### config.mk
export PLATFORM = sky130hd
export DESIGN_NAME = prot_region_regs
export DESIGN_NICKNAME = d
export VERILOG_FILES = /design/src/rtl/prot_regs_pkg.sv /design/src/rtl/prot_bus_decode.sv /design/src/rtl/prot_region_bank.sv /design/src/rtl/prot_region_regs.sv
export SDC_FILE = /design/constraint.sdc
export NUM_CORES = 1
export LEC_CHECK = 0
export BUFFER_PORTS_ARGS = -buffer_cell sky130_fd_sc_hd__clkbuf_2
export CAP_MARGIN = 25
export CORE_AREA = 2 2 234 236
export CTS_CLUSTER_DIAMETER = 100
export CTS_CLUSTER_SIZE = 28
export DETAILED_ROUTE_END_ITERATION = 10
export DIE_AREA = 0 0 236 238
export PLACE_DENSITY = 0.57
export SLEW_MARGIN = 20
export SYNTH_ARGS = -nofsm -noshare
export SYNTH_HDL_FRONTEND = slang
export SYNTH_SLANG_ARGS = --single-unit
### constraint.sdc
create_clock -name clk -period 3.66 [get_ports clk]
set_input_delay 0.366 -clock clk [delete_from_list [all_inputs] [get_ports clk]]
set_output_delay 0.366 -clock clk [all_outputs]
set_load 0.02 [all_outputs]
### src/rtl/prot_regs_pkg.sv
package prot_regs_pkg;

  localparam logic [31:0] ATTR_KEEP = 32'h1700_003F;
  localparam logic [31:0] CTRL_KEEP = 32'h0000_0005;

  typedef enum logic [2:0] {
    WIN_TYPE,
    WIN_CTRL,
    WIN_NUM,
    WIN_BASE,
    WIN_ATTR,
    WIN_NONE
  } win_e;

  // word index -> window; base/attr pairs alternate from word 3 to word 10
  function automatic win_e win_of(input int unsigned w);
    if (w == 0) return WIN_TYPE;
    if (w == 1) return WIN_CTRL;
    if (w == 2) return WIN_NUM;
    if (w >= 3 && w <= 10) return (w[0]) ? WIN_BASE : WIN_ATTR;
    return WIN_NONE;
  endfunction

  function automatic logic [31:0] type_word(input int unsigned n);
    return {16'h0000, 8'(n), 8'h00};
  endfunction

  function automatic logic [31:0] base_word(input logic [26:0] base, input logic [3:0] fld);
    return {base, 1'b0, fld};
  endfunction

  function automatic logic [31:0] attr_word(input logic en, input logic [4:0] size,
                                            input logic [2:0] ap, input logic xn);
    return {3'b000, xn, 1'b0, ap, 18'h0, size, en};
  endfunction

endpackage

### src/rtl/prot_bus_decode.sv
module prot_bus_decode
  import prot_regs_pkg::*;
#(
  parameter int unsigned ADDR_W = 8
) (
  input  logic              sel,
  input  logic              wr,
  input  logic              priv,
  input  logic [ADDR_W-1:0] addr,
  output win_e              win,
  output logic              acc_ok,
  output logic              err_req
);

  logic [ADDR_W-3:0] word_idx;
  logic              aligned;
  logic              ro_hit;

  assign word_idx = addr[ADDR_W-1:2];
  assign aligned  = (addr[1:0] == 2'b00);

  always_comb begin
    win = WIN_NONE;
    if (aligned) win = win_of(int'(word_idx));
  end

  assign ro_hit  = wr && (win == WIN_TYPE);
  assign err_req = sel && (!priv || ro_hit);
  assign acc_ok  = sel && priv && !ro_hit;

endmodule

### src/rtl/prot_region_bank.sv
module prot_region_bank
  import prot_regs_pkg::*;
#(
  parameter int unsigned NUM_REGIONS = 8,
  localparam int unsigned IDX_W = (NUM_REGIONS > 1) ? $clog2(NUM_REGIONS) : 1
) (
  input  logic                      clk,
  input  logic                      rst_n,
  input  logic                      wr_base,
  input  logic                      wr_attr,
  input  logic [IDX_W-1:0]          wr_idx,
  input  logic [31:0]               wdata,
  input  logic [IDX_W-1:0]          rd_idx,
  output logic [26:0]               rd_base,
  output logic [31:0]               rd_attr,
  output logic [NUM_REGIONS-1:0]    en_vec,
  output logic [32*NUM_REGIONS-1:0] base_flat,
  output logic [32*NUM_REGIONS-1:0] attr_flat
);

  logic [26:0] base_q [NUM_REGIONS];
  logic [31:0] attr_w [NUM_REGIONS];

  for (genvar g = 0; g < NUM_REGIONS; g++) begin : g_rgn
    logic       hit;
    logic       en_q;
    logic [4:0] size_q;
    logic [2:0] ap_q;
    logic       xn_q;

    assign hit = (wr_idx == IDX_W'(g));

    // enable has a defined reset
    always_ff @(posedge clk or negedge rst_n) begin
      if (!rst_n)              en_q <= 1'b0;
      else if (wr_attr && hit) en_q <= wdata[0];
    end

    // remaining fields carry no reset
    always_ff @(posedge clk) begin
      if (wr_attr && hit) begin
        size_q <= wdata[5:1];
        ap_q   <= wdata[26:24];
        xn_q   <= wdata[28];
      end
      if (wr_base && hit) base_q[g] <= wdata[31:5];
    end

    assign attr_w[g]             = attr_word(en_q, size_q, ap_q, xn_q);
    assign en_vec[g]             = en_q;
    assign base_flat[32*g +: 32] = {base_q[g], 5'b00000};
    assign attr_flat[32*g +: 32] = attr_w[g];
  end

  assign rd_base = base_q[rd_idx];
  assign rd_attr = attr_w[rd_idx];

endmodule

### src/rtl/prot_region_regs.sv
module prot_region_regs
  import prot_regs_pkg::*;
#(
  parameter int unsigned NUM_REGIONS = 8,
  parameter int unsigned ADDR_W      = 8
) (
  input  logic                      clk,
  input  logic                      rst_n,
  input  logic                      bus_sel,
  input  logic                      bus_wr,
  input  logic                      bus_priv,
  input  logic [ADDR_W-1:0]         bus_addr,
  input  logic [31:0]               bus_wdata,
  output logic [31:0]               bus_rdata,
  output logic                      bus_err,
  output logic                      glob_en,
  output logic                      bg_en,
  output logic [NUM_REGIONS-1:0]    rgn_en_o,
  output logic [32*NUM_REGIONS-1:0] rgn_base_o,
  output logic [32*NUM_REGIONS-1:0] rgn_attr_o
);

  localparam int unsigned IDX_W    = (NUM_REGIONS > 1) ? $clog2(NUM_REGIONS) : 1;
  localparam logic [7:0]  NR_LIMIT = 8'(NUM_REGIONS);
  localparam logic [31:0] TYPE_VAL = type_word(NUM_REGIONS);

  win_e        win;
  logic        acc_ok;
  logic        err_req;
  logic        wr_ok;
  logic        rd_ok;
  logic [7:0]  num_q;
  logic        glob_q;
  logic        bg_q;
  logic        err_q;

  // named events for the checker
  logic        num_in_range;
  logic        base_wr_req;
  logic        attr_wr_req;
  logic        valid_sel;
  logic [7:0]  tgt_num;
  logic        tgt_in_range;
  logic        base_wr_ev;
  logic        attr_wr_ev;
  logic        num_wr_ev;
  logic        ctrl_wr_ev;
  logic [IDX_W-1:0] wr_idx;
  logic [26:0] rd_base;
  logic [31:0] rd_attr;

  prot_bus_decode #(.ADDR_W(ADDR_W)) dec_i (
    .sel     (bus_sel),
    .wr      (bus_wr),
    .priv    (bus_priv),
    .addr    (bus_addr),
    .win     (win),
    .acc_ok  (acc_ok),
    .err_req (err_req)
  );

  assign wr_ok = acc_ok && bus_wr;
  assign rd_ok = acc_ok && !bus_wr;

  assign num_in_range = (num_q < NR_LIMIT);
  assign base_wr_req  = wr_ok && (win == WIN_BASE);
  assign attr_wr_req  = wr_ok && (win == WIN_ATTR);
  assign valid_sel    = base_wr_req && bus_wdata[4];
  assign tgt_num      = valid_sel ? {4'h0, bus_wdata[3:0]} : num_q;
  assign tgt_in_range = (tgt_num < NR_LIMIT);
  assign base_wr_ev   = base_wr_req && tgt_in_range;
  assign attr_wr_ev   = attr_wr_req && num_in_range;
  assign num_wr_ev    = (wr_ok && (win == WIN_NUM)) || valid_sel;
  assign ctrl_wr_ev   = wr_ok && (win == WIN_CTRL);
  assign wr_idx       = tgt_num[IDX_W-1:0];

  // region number: no defined reset
  always_ff @(posedge clk) begin
    if (num_wr_ev) num_q <= valid_sel ? {4'h0, bus_wdata[3:0]} : bus_wdata[7:0];
  end

  always_ff @(posedge clk or negedge rst_n) begin
    if (!rst_n) begin
      glob_q <= 1'b0;
      bg_q   <= 1'b0;
      err_q  <= 1'b0;
    end else begin
      err_q <= err_req;
      if (ctrl_wr_ev) begin
        glob_q <= bus_wdata[0];
        bg_q   <= bus_wdata[2];
      end
    end
  end

  prot_region_bank #(.NUM_REGIONS(NUM_REGIONS)) bank_i (
    .clk       (clk),
    .rst_n     (rst_n),
    .wr_base   (base_wr_ev),
    .wr_attr   (attr_wr_ev),
    .wr_idx    (wr_idx),
    .wdata     (bus_wdata),
    .rd_idx    (num_q[IDX_W-1:0]),
    .rd_base   (rd_base),
    .rd_attr   (rd_attr),
    .en_vec    (rgn_en_o),
    .base_flat (rgn_base_o),
    .attr_flat (rgn_attr_o)
  );

  always_comb begin
    bus_rdata = '0;
    if (rd_ok) begin
      unique case (win)
        WIN_TYPE: bus_rdata = TYPE_VAL;
        WIN_CTRL: bus_rdata = {29'h0, bg_q, 1'b0, glob_q} & CTRL_KEEP;
        WIN_NUM:  bus_rdata = {24'h0, num_q};
        WIN_BASE: bus_rdata = num_in_range ? base_word(rd_base, num_q[3:0]) : '0;
        WIN_ATTR: bus_rdata = num_in_range ? (rd_attr & ATTR_KEEP) : '0;
        default:  bus_rdata = '0;
      endcase
    end
  end

  assign bus_err = err_q;
  assign glob_en = glob_q;
  assign bg_en   = bg_q;

endmodule

==> results.ini, run 1 <==
[timing]
hold_viol = 0
finalSetupViolCount = 0
fmax_mhz = 319
grt_setup_unrepaired = no
max-slew-margin-rel_pct = 40.3
skew_ns = 0.0229
fin_crit_ns = 3.14
tightest_slew_ns = 0.895
whs_ns = 0.0564
maxSlewViolCount = 0
tns_ns = 0
period_share_pct = 85.8

[setup_path]
worstSetupStartpointType = flop
cp_max_fo = 14
required_ns = 3.29
crit_family = flip-flops
cp_cell_sequence = buf_4, mux4_2, mux2_2, a22oi_1, nor2_1, clkbuf_2
end_kind = primary output
cp_slowest_cell = edfxtp_1
crit_buf_inv = 2
cp_slowest_stage_delay_ns = 0.94
arrival_ns = 2.77
path_class = flop to primary output

[finish]
design_area_um2 = 16900
finalNonFillerCells = 1948
final_common_cell = clkbuf_2
drive_gt1_share_pct = 44.0
layout_common_cells = 383 x clkbuf_2, 296 x edfxtp_1, 216 x conb_1, 74 x mux4_2, 37 x nor2_1
seq_area_um2 = 9230
multiInputGateArea_um2 = 3900
nets = 1287
num-fill-cells = 5270
area_growth_pct = 18.7

[clock_tree]
clk_pin_slew_worst_paths_ns = 0.10
root_buffer = clkbuf_16
numCtsBuffers = 16
cts.path.max_buffers = 3
clk_latency_ns = 0.53
postCtsSetupBuffers = 0
tritoncts = built
h-tree-depth = 1
cts.sinks = 310
cts_hold_buffers = 1
ctsResizeCount = 0

[power]
p_leak_nw = 6.62
power_density_nw_per_um2 = 375
peakVddDrop_mv = 0.284

[drt]
dr.first_iter.drc_count = 561
via_per_inst = 4.38
via_count = 8523
antenna_left = 0
wl_per_cell_um = 23.0
drc = 0
firstDrtPassIters = 7
totalWireLength_um = 44900

[die]
core.rowCount = 85
core-area_um2 = 53500
die_y_um = 238
die_width_um = 236
io_pins = 600
die_area_um2 = 56200
start_util_pct = 26.6

[global_routing]
first_global_vias = 8427
antenna_found_initial = 0
grt_use_total_pct = 15.2
grt_max_degree = 33
grt_overflow = 0
grt_pass1_wl_um = 61800

[job]
max_cap_violations = 0

[synth]
syn_inst = 866
yosys_register_bits = 310
postSynthAreaPerCell_um2 = 16.4
yosysWarnings = 0
synth-seq-area-share_pct = 64.9
synth_edf_count = 296
netlist_area_um2 = 14200
synth_ff_type = edfxtp_1
async_reset_ff_share_pct = 3.55
ys_types = 51

[min_path]
hold_class = input port to flop

[placed_design]
postPlaceCellArea_um2 = 16300
dp.cells = 1919
hpwl_um = 33500
gp_congestion = 0.869
port_buffers = 383

[run_status]
status = finished, final reports clean

[per-stage QoR]
step                      setup slack (ns)  power [W]  utilization (%)
after floorplan                    -0.0193    0.00436                -
after global placement               0.527    0.00427             30.5
after detailed placement             0.478    0.00427             30.5
after CTS                            0.435    0.00641             31.5
after global routing                 0.398    0.00654             31.5
final                                0.521    0.00633             31.5
[worst register-to-register path, cell delays in order, from the launching register on]
cell and delay (ns):
edfxtp_1 0.94, buf_4 0.33, inv_1 0.12, o32ai_1 0.29, nand2_1 0.30, nor2_4 0.20, buf_12 0.21
[area by class of cell]
class | count | area share (%)
inverters | 8 | 0.178
diodes | 1 | 0.0148
flip-flops and latches | 310 | 54.7
repair buffers | 418 | 13.7
clock inverters | 6 | 0.527
well taps | 696 | 5.16
clock buffers | 21 | 2.61
multi-input cells | 488 | 23.1
[routing by layer]
layer | vias to the layer above | routed length, µm | GRT usage [%]
met3 | 39 | 4310 | 4.45
met1 | 4391 | 17100 | 18.5
li1 | 3572 | - | -
met2 | 521 | 22500 | 26.4
met4 | 0 | 980 | 3.71
met5 | - | 0 | 0
[path summary, 6_finish.rpt]
| kind | cells past startpoint | slack [ns] | start | endpoint |
|---|---|---|---|---|
| worst min-delay path | 2 | 0.06 | bus_priv | bus_err$_DFF_PN0_ |
| max in group asynchronous | 2 | 3.20 | rst_n | bank_i.g_rgn[3].en_q$_DFFE_PN0P_ |
| worst max-delay path | 6 | 0.52 | num_q[1]$_DFFE_PN_ | bus_rdata[4] |
| worst max register to register | 6 | 0.85 | num_q[1]$_DFFE_PN_ | bank_i.base_q[6][19]$_DFFE_PP_ |
| min in group asynchronous | 2 | 0.24 | rst_n | bus_err$_DFF_PN0_ |
| worst min register to register | 1 | 0.57 | glob_en$_DFFE_PN0P_ | glob_en$_DFFE_PN0P_ |
[registers in the layout, summed over array words and instances, names as in the netlist, named ones only]
signal,cells
bank_i.base_q,216
bank_i.g_rgn.ap_q,24
bank_i.g_rgn.en_q,8
bank_i.g_rgn.size_q,40
bank_i.g_rgn.xn_q,8
bg_en,1
bus_err,1
glob_en,1
num_q,8
[report_power, final]
part	switching, W	internal (W)	total [W]	leakage (nW)
registers	0.00000170	0.00388	0.00388	2.84
logic	0.000286	0.0000318	0.000318	3.53
clock network	0.00117	0.000963	0.00213	0.258
[synthesized netlist by cell type (all sizes together) (2+ instances only)]
cell	count	area share, %
edfxtp	296	63
buf	251	13
mux4	74	12
nor2	45	1.2
mux2i	29	2.0
clkbuf	24	0.65
mux2	21	1.7
a21oi	11	0.39
dfrtp	11	1.9
nand2	11	0.29
a22oi	8	0.42
inv	8	0.21
nor3	8	0.28
o21ai	6	0.21
nor2b	5	0.22
o211ai	5	0.26
and2	4	0.18
nand2b	4	0.18
o22ai	4	0.18
or4	4	0.24
dfxtp	3	0.42
nand3	3	0.11
nor3b	3	0.16
nor4	3	0.13
a211o	2	0.12
a21o	2	0.11
and3	2	0.088
[kinds of logic after synthesis]
logic type | Yosys count | share of synthesized area, %
simple gates | 98 | 3.38
xor+xnor | 1 | 0.0616
other cells | 1 | 0.0264
mux | 124 | 15.4
flops | 310 | 64.9
compound gates | 49 | 2.35
buf+inv | 283 | 13.9
Note: power is estimated with default switching activity, not from simulation.
==> run 2: changes to the inputs <==
==> constraint.sdc (replaced) <==
create_clock -name clk -period 3.66 [get_ports clk]
set_input_delay 0.549 -clock clk [delete_from_list [all_inputs] [get_ports clk]]
set_output_delay 0.549 -clock clk [all_outputs]
set_load 0.02 [all_outputs]
==> results.ini, run 2 (synthesis results as in run 1) <==
[run_status]
status = finished, final reports clean

[timing]
hold_viol = 0
skew_ns = 0.0177
fmax_mhz = 304
grt_setup_unrepaired = no
whs_ns = 0.234
maxSlewViolCount = 0
finalSetupViolCount = 0
max-slew-margin-rel_pct = 51.0
fin_crit_ns = 3.29
period_share_pct = 89.8
tightest_slew_ns = 0.736

[finish]
regMostFlops = bank_i.base_q
finalNonFillerCells = 1954
layout_common_cells = 383 x clkbuf_2, 296 x edfxtp_1, 216 x conb_1, 74 x mux4_2, 37 x nor2_1
nets = 1297
largest_reg_flops = 216
final_common_cell = clkbuf_2
area_growth_pct = 19.0
drive_gt1_share_pct = 44.6
design_area_um2 = 16900
reg_top3 = bank_i.base_q: 216 flops, bank_i.g_rgn.size_q: 40 flops, bank_i.g_rgn.ap_q: 24 flops
fin_util_pct = 31.6

[setup_path]
r2r_slack_ns = 1.17
reg2reg_to = bank_i.g_rgn[6].xn_q$_DFFE_PP_
path_class = input port to primary output
r2r_cells = 5
required_ns = 3.11
worstSetupStartpointType = input port
arrival_ns = 2.74
cp_max_fo = 19
end_kind = primary output
cp-startpoint = bus_addr[1]
rr_startpoint = num_q[6]$_SDFFCE_PP0N_

[global_routing]
top_usage_layer = met2
first_global_vias = 8401
grt_pass1_wl_um = 61800
grt_max_degree = 30
use_met1_pct = 18.2
grt_use_total_pct = 15.3
grt_overflow = 0
grt_use_met3_pct = 5.29
grtUsageMet2_pct = 27.1
antenna_found_initial = 0

[min_path]
hold_class = input port to flop
hp-start = bus_priv
hold_end = bus_err$_DFF_PN0_
holdPathStages = 2

[clock_tree]
cts.sinks = 310
ctsResizeCount = 0
numCtsBuffers = 16
root_buffer = clkbuf_16
clk_latency_ns = 0.55
tritoncts = built
clk_pin_slew_worst_paths_ns = 0.10
cts.path.max_buffers = 3
h-tree-depth = 1
postCtsSetupBuffers = 0

[die]
core-area_um2 = 53500
io_pins = 600
die_area_um2 = 56200
die_width_um = 236
start_util_pct = 26.6
core.rowCount = 85
die_y_um = 238

[job]
max_cap_violations = 0

[drt]
drc = 0
dr.first_iter.drc_count = 655
via_per_inst = 4.40
firstDrtPassIters = 5
totalWireLength_um = 45200
wl_per_cell_um = 23.1
antenna_left = 0
via_count = 8594

[power]
power_density_nw_per_um2 = 368
p_leak_nw = 6.66
peakVddDrop_mv = 0.368

[placed_design]
port_buffers = 383
dp.cells = 1929
hpwl_um = 33700
postPlaceCellArea_um2 = 16400
gp_congestion = 0.823

[run 2: area by class of cell]
cell class	count	area, µm²
Fill cell	5302	36600
Sequential cell	310	9230
Multi-Input combinational cell	488	3900
Timing Repair Buffer	428	2390
Tap cell	696	871
Clock buffer	17	404
Clock inverter	6	85.1
Inverter	8	30.0
Antenna cell	1	2.50
[run 2: power breakdown]
group / total (W) / internal (W) / switching (W) / leakage [nW]
Sequential: 0.00388 / 0.00388 / 0.00000159 / 2.84
Combinational: 0.000320 / 0.0000333 / 0.000287 / 3.59
Clock: 0.00202 / 0.000844 / 0.00118 / 0.237
Total: 0.00622 / 0.00475 / 0.00147 / 6.66
[run 2: critical path, stage by stage]
cell,delay (ns)
clkbuf_2,0.09
or4_4,0.57
or4_1,0.56
or3_1,0.33
buf_4,0.23
nor2_1,0.20
clkbuf_2,0.20
[run 2: repair_timing]
| action | in CTS | in global routing |
|---|---|---|
| hold buffers | 1 | 0 |
| endpoints found under the setup margin | 0 | 0 |
| endpoints found under the hold margin | 11 | 0 |
[run 2: how the worst max path moves through the flow]
stage,to,slack (ns),cells after the start
detailed placement,bank_i.g_rgn[0].en_q$_DFFE_PN0P_,0.38,7
finish,bus_rdata[9],0.37,7
CTS,bus_rdata[24],0.33,6
floorplan,bank_i.base_q[1][0]$_DFFE_PP_,-0.20,6
global route,bus_rdata[5],0.20,7
global placement,bank_i.g_rgn[1].ap_q[1]$_DFFE_PP_,0.40,6
[run 2: per-stage QoR]
stage,setup WS [ns],total power (W),TNS [ns]
global placement,0.405,0.00427,0
CTS,0.331,0.00629,0
global route,0.199,0.00642,0
finish,0.374,0.00622,0
detailed placement,0.381,0.00427,0
floorplan,-0.202,0.00436,-21.27
[run 2: per-layer routing]
layer	part of all wire (%)	wire [µm]	vias up
met2	51	23100	589
met4	1.3	571	0
met3	11	4810	25
met1	37	16700	4380
met5	0	0	-
li1	-	-	3600
==> run 3: changes to the inputs <==
MAX_ROUTING_LAYER = met4   (was default)
==> results.ini, run 3 (synthesis results as in run 1) <==
[run_status]
status = finished, final reports clean

[setup_path]
cp_cell_sequence = clkbuf_2, or4_4, or4_1, or3_1, buf_4, nor2_1, clkbuf_2
rr_startpoint = num_q[6]$_SDFFCE_PP0N_
arrival_ns = 2.71
path_class = input port to primary output
crit_family = simple AND/OR/NAND/NOR gates
reg2reg_to = bank_i.g_rgn[6].xn_q$_DFFE_PP_
cpMostUsedCell = clkbuf_2
cp_slowest_cell = or4_4
end_kind = primary output
worstSetupStartpointType = input port
crit_buf_inv = 3
required_ns = 3.11
r2r_cells = 5
cp_slowest_stage_delay_ns = 0.57
cp_max_fo = 19
r2r_slack_ns = 1.15

[min_path]
hold_class = input port to flop
hold_end = bus_err$_DFF_PN0_
holdPathStages = 2
hp-start = bus_priv

[drt]
totalWireLength_um = 45300
firstDrtPassIters = 4
drc = 0
antenna_left = 0
dr.first_iter.drc_count = 565
via_count = 8572
via_per_inst = 4.39
wl_per_cell_um = 23.2

[power]
peakVddDrop_mv = 0.369
power_density_nw_per_um2 = 368
p_leak_nw = 6.66
power.total_w = 0.00623

[global_routing]
grt_pass1_wl_um = 61700
grt_max_degree = 30
first_global_vias = 8403
grt_overflow = 0
grt_use_total_pct = 15.8
use_met1_pct = 18.6
top_usage_layer = met2
grtUsageMet2_pct = 27.1
grt_use_met3_pct = 4.88
antenna_found_initial = 0

[timing]
max-slew-margin-rel_pct = 51.4
maxSlewViolCount = 0
grt_setup_unrepaired = no
tightest_slew_ns = 0.730
fmax_mhz = 307
finalSetupViolCount = 0
skew_ns = 0.0184
tns_ns = 0
period_share_pct = 89.1
fin_crit_ns = 3.26
hold_viol = 0

[placed_design]
hpwl_um = 33700
dp.cells = 1929
port_buffers = 383
gp_congestion = 0.835
postPlaceCellArea_um2 = 16400

[clock_tree]
ctsResizeCount = 0
clk_latency_ns = 0.55
tritoncts = built
root_buffer = clkbuf_16
cts.sinks = 310
cts.path.max_buffers = 3
h-tree-depth = 1
clk_pin_slew_worst_paths_ns = 0.10
numCtsBuffers = 16

[die]
die_width_um = 236
start_util_pct = 26.6
core-area_um2 = 53500
io_pins = 600
die_y_um = 238
core.rowCount = 85
die_area_um2 = 56200

[finish]
num-fill-cells = 5302
layout_common_cells = 383 x clkbuf_2, 296 x edfxtp_1, 216 x conb_1, 74 x mux4_2, 37 x nor2_1
finalNonFillerCells = 1954
regMostFlops = bank_i.base_q
reg_top3 = bank_i.base_q: 216 flops, bank_i.g_rgn.size_q: 40 flops, bank_i.g_rgn.ap_q: 24 flops
nets = 1297
fin_util_pct = 31.6
design_area_um2 = 16900
largest_reg_flops = 216
final_common_cell = clkbuf_2
drive_gt1_share_pct = 44.6
area_growth_pct = 19.0

[job]
max_cap_violations = 0

-- run 3: routing by layer --
layer	share of wire, %	vias to the layer above
met5	0	-
met4	1.3	0
met3	10	27
met2	51	537
met1	37	4409
li1	-	3599
-- run 3: worst max path at each step --
stage | startpoint | endpoint | slack (ns) | depth (start not counted)
2_1_floorplan | bus_addr[1] | bank_i.base_q[1][0]$_DFFE_PP_ | -0.20 | 6
3_3_place_gp | bus_addr[1] | bank_i.g_rgn[1].ap_q[1]$_DFFE_PP_ | 0.40 | 6
3_5_place_dp | bus_addr[1] | bank_i.g_rgn[0].en_q$_DFFE_PN0P_ | 0.38 | 7
4_1_cts | flop | bus_rdata[24] | 0.33 | 6
5_1_grt | bus_addr[7] | bus_rdata[5] | 0.20 | 7
6_report | bus_addr[1] | bus_rdata[9] | 0.40 | 7
-- run 3: where the power goes --
part | internal (W) | switching, W
clock network | 0.000844 | 0.00119
registers | 0.00388 | 0.00000161
logic | 0.0000333 | 0.000287
total | 0.00475 | 0.00148
-- run 3: cell type report --
class / instances / area, µm² / area share [%]
Clock buffer: 17 / 404 / 2.39
Sequential cell: 310 / 9230 / 54.5
Multi-Input combinational cell: 488 / 3900 / 23.1
Antenna cell: 1 / 2.50 / 0.0148
Inverter: 8 / 30.0 / 0.177
Tap cell: 696 / 871 / 5.15
Timing Repair Buffer: 428 / 2390 / 14.2
Clock inverter: 6 / 85.1 / 0.503
-- run 3: metrics by stage --
stage,hold slack (ns),setup WS [ns]
6_report,0.232,0.397
5_1_grt,0.224,0.199
4_1_cts,0.199,0.331
3_5_place_dp,0.464,0.381
3_3_place_gp,0.453,0.405
2_1_floorplan,0.253,-0.202
-- run 3: worst reg2reg max path, delay by kind of cell (launching register included) --
family,cells,cell delay (ns)
AO/OA/AOI/OAI,1,0.20
buffers and inverters,1,0.47
flip-flops,1,0.42
AND/OR/NAND/NOR,3,1.04
-- run 3: timing repair --
action | 4_1_cts | 5_1_grt
hold endpoints to repair | 11 | 0
buffers inserted | 0 | 0
hold buffers | 1 | 0
